<file path="src/rtl/trig_delay_timer.sv">
module trig_delay_timer #(
  parameter int DIV_W    = 2,
  parameter int CNT_W    = 9,
  parameter int FINE_W   = 5,
  parameter int FINE_MAX = 20
) (
  input  logic                             clk,
  input  logic                             rst_n,
  input  logic                             cfg_we,
  input  logic [DIV_W+CNT_W+FINE_W-1:0]    cfg_wdata,
  input  logic                             trig_in,
  output logic                             busy,
  output logic                             soc_pulse,
  output logic [FINE_W-1:0]                fine_code
);
  localparam int CFG_W  = DIV_W + CNT_W + FINE_W;
  localparam int CNT_LO = FINE_W;
  localparam int DIV_LO = FINE_W + CNT_W;

  logic [CFG_W-1:0] cfg;
  logic [DIV_W-1:0] div_q, pre;
  logic [CNT_W-1:0] cnt;
  logic             tick;

  wire [DIV_W-1:0]  cfg_div  = cfg[DIV_LO +: DIV_W];
  wire [CNT_W-1:0]  cfg_cnt  = cfg[CNT_LO +: CNT_W];
  wire [FINE_W-1:0] cfg_fine = cfg[FINE_W-1:0];

  assign tick      = busy && (pre == div_q);
  assign fine_code = (cfg_fine > FINE_W'(FINE_MAX)) ? FINE_W'(FINE_MAX) : cfg_fine;

  always_ff @(posedge clk) begin
    if (!rst_n) begin
      cfg       <= '0;
      busy      <= 1'b0;
      soc_pulse <= 1'b0;
      pre       <= '0;
      cnt       <= '0;
      div_q     <= '0;
    end else begin
      soc_pulse <= 1'b0;
      if (cfg_we) cfg <= cfg_wdata;
      if (!busy) begin
        if (trig_in) begin
          busy  <= 1'b1;
          pre   <= '0;
          cnt   <= cfg_cnt;
          div_q <= cfg_div;
        end
      end else if (tick) begin
        pre <= '0;
        if (cnt == '0) begin
          busy      <= 1'b0;
          soc_pulse <= 1'b1;
        end else begin
          cnt <= cnt - 1'b1;
        end
      end else begin
        pre <= pre + 1'b1;
      end
    end
  end


  soc_single_chk: assert property (@(posedge clk) disable iff (!rst_n)
    soc_pulse |=> !soc_pulse);


  soc_ends_busy_chk: assert property (@(posedge clk) disable iff (!rst_n)
    $rose(soc_pulse) |-> ($fell(busy) && $past(busy)));


  trig_accept_chk: assert property (@(posedge clk) disable iff (!rst_n)
    (trig_in && !busy) |=> busy);


  run_frozen_chk: assert property (@(posedge clk) disable iff (!rst_n)
    (busy && !tick) |=> ($stable(cnt) && $stable(div_q)));


  fine_sat_chk: assert property (@(posedge clk) disable iff (!rst_n)
    fine_code <= FINE_W'(FINE_MAX));


  prescale_bound_chk: assert property (@(posedge clk) disable iff (!rst_n)
    busy |-> (pre <= div_q));
endmodule

</file>
<file path="config.mk">
export PLATFORM = sky130hd
export DESIGN_NAME = trig_delay_timer
export DESIGN_NICKNAME = d
export VERILOG_FILES = /design/src/rtl/trig_delay_timer.sv
export SDC_FILE = /design/constraint.sdc
export NUM_CORES = 1
export LEC_CHECK = 0
export BUFFER_PORTS_ARGS = -buffer_cell sky130_fd_sc_hd__buf_4
export CORE_MARGIN = 2
export CORE_UTILIZATION = 50
export DETAILED_ROUTE_END_ITERATION = 12
export PLACE_DENSITY = 0.73
export SYNTH_ARGS = -nofsm -noshare
export SYNTH_HDL_FRONTEND = slang
export SYNTH_SLANG_ARGS = --single-unit
export TNS_END_PERCENT = 100
</file>
<file path="constraint.sdc">
create_clock -name clk -period 2.5 [get_ports clk]
set_input_delay 0.25 -clock clk [delete_from_list [all_inputs] [get_ports clk]]
set_output_delay 0.25 -clock clk [all_outputs]
set_load 0.02 [all_outputs]
</file>
==> Word-level counts from Yosys, hierarchy flattened <==
Index checks and enable logic that the tools add are counted.
{ "totals": {"reg_bits": 31, "inputBits": 20, "out_inout_bits": 7, "word_cells": 32} }
{ "classes": {"n_addsub": 2, "order_cmp": 1, "eq_ne": 3, "muxes": 13, "bitwise_logic": 1, "n_reduce_logical": 6} }
{ "ops": {"columns": ["cell", "n"], "rows": [
  ["9-bit 2-to-1 mux", 4],
  ["9-bit zero test", 1],
  ["9-bit by 1-bit subtractor with 9-bit output, second input constant", 1],
  ["2-bit 2-to-1 mux", 3],
  ["3-bit AND reduction", 2],
  ["5-bit > comparator, second input constant", 1],
  ["1-bit 2-to-1 mux", 5],
  ["5-bit 2-to-1 mux", 1],
  ["2-bit by 1-bit adder with 2-bit output, second input constant", 1],
  ["2-bit equality test", 1],
  ["2-bit by 1-bit != test with 1-bit output, second input constant", 1],
  ["2-bit != test, second input constant", 1],
  ["2-bit AND reduction", 1],
  ["2-bit nonzero test", 1],
  ["1-bit logical AND", 1],
  ["1-bit NOT", 1]
]} }

==> Longest topological paths before layout <==
{ "logic_depth": {"ltp_word": 4, "ltp_mapped": 6, "mapped_depth_nobuf": 6} }

==> Worst setup path before layout <==
No wires, ideal clock.
{ "synth_timing": {"path_type": "flip-flop to flip-flop", "startpoint": "reg cnt[0]", "endpoint": "reg cnt[3]", "setup_time_ns": 0.117, "arrival_time_ns": 1.404, "required_ns": 2.383, "setup_slack_ns": 0.979, "stages_incl_launch_ff": 7, "path_buffers": 0, "period_less_slack_ns": 1.521, "path_cell_list": "dfxtp_1 inv_1 ha_1 nor4b_2 and2_1 o21ai_1 a32o_1"} }
{ "synth_between": {"elab_chain_cells": 4, "word_cells_on_any_way": 7, "classes_between": "1 x add/sub; 1 x eq/ne; 3 x mux; 2 x reduce/logical"} }
{ "synth_lines": {"columns": ["item", "line_no", "source"], "rows": [
  ["start: declaration", "22", "logic [CNT_W-1:0] cnt;"],
  ["start signal: assignment", "47", "cnt <= cfg_cnt;"],
  ["start signal: assignment", "56", "cnt <= cnt - 1'b1;"],
  ["9-bit by 1-bit subtractor with 9-bit output", "56", null],
  ["9-bit 2-to-1 mux", "52", "if (cnt == '0) begin"],
  ["9-bit 2-to-1 mux", "50", "end else if (tick) begin"],
  ["9-bit 2-to-1 mux", "43", "if (!busy) begin"]
]} }
Several ways; a longest one is shown, not always the timed one. The select of a mux whose other input is x is not followed.
A chain may end at the register's enable or synchronous reset.

==> Worst setup path after layout <==
Ends and elaborated chain as after synthesis.

==> reports/summary.log <==
INFO  critical_path  slowest_stage_cell_crit_path=nor4b_2
INFO  die            fp.dieW=58.3µm
INFO  cts            clock_sinks=31
INFO  logic_synthesis asyncSetResetFlopFracSynth=0%
INFO  cts            cts.root.buffer_cell=clkbuf_4
INFO  timing         setup_ws=0.697ns
INFO  grt            largest_net_degree_at_the_start_of_global_routing=22
INFO  logic_synthesis synthesis.instances=160
INFO  detailed_routing detail_route.wirelength=3180µm
INFO  pwr            power_density=711nW/µm²
INFO  critical_path  worst_r2r_endpoint=cnt[3]$_SDFFE_PN0P_
INFO  critical_path  critical_path.cell_chain=inv_1, ha_1, nor4b_2, and2_1, o21ai_1, a32o_1
INFO  min_path       min_delay_worst_endpoint=cfg[8]$_SDFFE_PN0P_
INFO  die            core_region_area=2780µm²
INFO  logic_synthesis synth_seq_area_share=42.1%
INFO  critical_path  arrival=2.04ns
INFO  die            initial_core_util=53.0%
INFO  layout         most-common-layout-cells=dfxtp_1 (31), buf_4 (28), nor2_1 (23)
INFO  detailed_routing vias_per_cell=5.81
INFO  critical_path  critPathKind=flip-flop to flip-flop
INFO  grt            grt_first_pass_wirelength=5510µm
INFO  min_path       worst_hold_startpoint=cfg_wdata[8]
INFO  timing         layout_worst_path_cycle_share=72.1%
INFO  timing         rsz0062_at_grt=false
INFO  timing         worst_clock_skew=0.00447ns
INFO  timing         timing_max_transition_violations_final=0
INFO  critical_path  critical_path.max_fanout=5
INFO  grt            grt_pass1_vias=1,126
INFO  layout         layout_stage_area_growth_over_the_synthesis_result=17.5%
INFO  min_path       worstHoldPathType=input pin to flip-flop
INFO  critical_path  worstRegToRegCells=6
INFO  placement      preCtsSetupSlack=0.761ns
INFO  placement      gpl.final_weighted_congestion=0.896
INFO  cts            cts_max_level=2
INFO  logic_synthesis synthesis.yosys.warnings=0
INFO  logic_synthesis net_count_after_synthesis=181
INFO  logic_synthesis number_of_enable_type_register_cells_in_the_synthesized_netlist=0
INFO  placement      hpwlAfterDp=2300µm
INFO  detailed_routing vias=1,254
INFO  critical_path  r2r_slack=0.70ns
INFO  cts            cts.clk_slew.worst_paths=0.10ns
INFO  layout         antenna-diode-count=0
INFO  timing         tns=0ns
INFO  min_path       hold-path-cell-count=3
INFO  detailed_routing route.detailed.wl_per_inst=14.7µm
INFO  detailed_routing antenna_violating_nets_post_route=0
INFO  die            io-pin-count=27
INFO  critical_path  cell_class_contributing_the_biggest_share_of_worst_path_delay=simple AND/OR/NAND/NOR gates
INFO  timing         tightest_slew=0.469ns
INFO  pwr            worst_ir_drop_vdd=0.000565V
INFO  layout         design.final.nets=206
INFO  cts            insertion_delay=0.34ns
INFO  logic_synthesis synth_area=1480µm²
INFO  cts            cts_made_buffers=5
INFO  cts            cts_tree=yes
INFO  critical_path  end_kind=flip-flop
INFO  layout         post_route_cells_drive_above_1_share=24.9%
INFO  pwr            power.leakage=0.734nW
INFO  detailed_routing drc=0
INFO  placement      port_buffer_cells=26
INFO  cts            cts_resized=0
INFO  cts            cts-hold-fix-buffers=0
INFO  logic_synthesis synthFlopType=dfxtp_1
INFO  cts            clock_path_buffers=2
INFO  logic_synthesis syn-mean-instance-area=9.22µm²
INFO  detailed_routing drt-initial-drc-count=65
INFO  timing         max_slew_margin=68.7%
INFO  grt            antenna_found_initial=0
INFO  logic_synthesis synth.distinct_cells=47
INFO  cts            post-cts-setup-buffer-count=0
INFO  critical_path  critical_path.startpoint_type=flip-flop
INFO  grt            grt_use_total=21.7%
INFO  die            die_area=3400µm²
INFO  critical_path  worst-path-buf-inv=1
INFO  job            drv_cap=0
INFO  critical_path  rr_startpoint=cnt[0]$_SDFFE_PN0P_
INFO  die            die-height=58.3µm
INFO  critical_path  slowest_delay=0.38ns
INFO  critical_path  critPathRequiredTime=2.74ns
INFO  grt            gr-total-overflow=0
INFO  detailed_routing drt_pass1_iterations=4
INFO  timing         final_hold_viol_count=0
INFO  timing         min_period=1.80ns
INFO  layout         final_common_cell=dfxtp_1
INFO  die            placement_rows=19
INFO  logic_synthesis ys_seq_elements=31
INFO  run_status     outcome=completed
INFO  timing         report.final.setup_viol=0
INFO  timing         max_freq=555MHz
[cells in the mapped netlist, drive strengths merged, types with 2 or more instances]
| cell | instances | area (µm²) |
|---|---|---|
| nor3 | 3 | 15.0 |
| o211ai | 3 | 22.5 |
| and2 | 3 | 18.8 |
| clkbuf | 7 | 26.3 |
| nor2b | 4 | 25.0 |
| a31oi | 4 | 25.0 |
| nand2 | 11 | 41.3 |
| o21ai | 3 | 15.0 |
| nand4 | 2 | 12.5 |
| mux2i | 18 | 180 |
| dfxtp | 31 | 621 |
| nor4b | 2 | 23.8 |
| nand3 | 5 | 25.0 |
| nand4b | 2 | 17.5 |
| inv | 3 | 11.3 |
| a21oi | 5 | 32.5 |
| nor2 | 23 | 86.3 |
| buf | 3 | 21.3 |
| a31o | 3 | 26.3 |
| nor4 | 2 | 27.5 |
| xnor2 | 2 | 17.5 |
[worst reg2reg max path, stage by stage (launching register included)]
cell and delay, ns:
dfxtp_1 0.34, inv_1 0.08, ha_1 0.22, nor4b_2 0.38
and2_1 0.25, o21ai_1 0.13, a32o_1 0.30
[kinds of logic (layout without fill, tap and decap cells)]
logic type | after synthesis | after routing | share of synthesized area (%)
and+or+nand+nor | 62 | 62 | 22.6
AOI/OAI and AO/OA | 31 | 31 | 16.1
DFF | 31 | 31 | 42.1
muxes | 19 | 19 | 13.0
buffers and inverters | 14 | 39 | 4.24
xor gates and xnor gates | 2 | 2 | 1.19
adders and majority gates | 1 | 1 | 0.848
[registers in the layout (all words and copies together) (netlist names)]
name / flops
busy: 1
cfg: 16
cnt: 9
div_q: 2
pre: 2
soc_pulse: 1
[worst max-delay path by stage]
stage | startpoint | end | depth (start not counted)
floorplan | cnt[0]$_SDFFE_PN0P_ | cnt[3]$_SDFFE_PN0P_ | 6
global placement | cnt[0]$_SDFFE_PN0P_ | cnt[1]$_SDFFE_PN0P_ | 6
detailed placement | cnt[0]$_SDFFE_PN0P_ | cnt[1]$_SDFFE_PN0P_ | 6
CTS | cnt[0]$_SDFFE_PN0P_ | cnt[1]$_SDFFE_PN0P_ | 6
global route | cnt[0]$_SDFFE_PN0P_ | cnt[1]$_SDFFE_PN0P_ | 6
finish | cnt[0]$_SDFFE_PN0P_ | cnt[3]$_SDFFE_PN0P_ | 6
[stage by stage]
| stage | cell area (µm²) | util (%) | total power, mW | instances | hold WS, ns |
|---|---|---|---|---|---|
| 2_1_floorplan | 1480 | - | 0.843 | 160 | 0.397 |
| 3_3_place_gp | 1680 | 60.3 | 0.935 | 209 | 0.446 |
| 3_5_place_dp | 1680 | 60.3 | 0.935 | 209 | 0.448 |
| 4_1_cts | 1730 | 62.3 | 1.23 | 216 | 0.133 |
| 5_1_grt | 1730 | 62.3 | 1.29 | 216 | 0.140 |
| 6_report | 1730 | 62.3 | 1.23 | 216 | 0.140 |
[where the power goes]
| group | switching (mW) | internal, mW |
|---|---|---|
| combinational | 0.187 | 0.157 |
| sequential | 0.0491 | 0.535 |
| clock | 0.174 | 0.130 |
| total | 0.410 | 0.822 |
[routing by layer]
layer | global-route usage (%) | share of wire [%]
met2 | 28.3 | 43
met1 | 30.7 | 49
met5 | 0 | 0
met4 | 13.0 | 2.2
met3 | 7.03 | 5.8
[area by class of cell]
| type | instances | area, µm² |
|---|---|---|
| clock inverters | 1 | 5.00 |
| clock buffers | 6 | 51.3 |
| flip-flops and latches | 31 | 621 |
| fillers | 245 | 1050 |
| inverters | 4 | 15.0 |
| multi-input cells | 115 | 792 |
| repair buffers | 28 | 210 |
| well taps | 31 | 38.8 |
(Power assumes the default switching activity.)
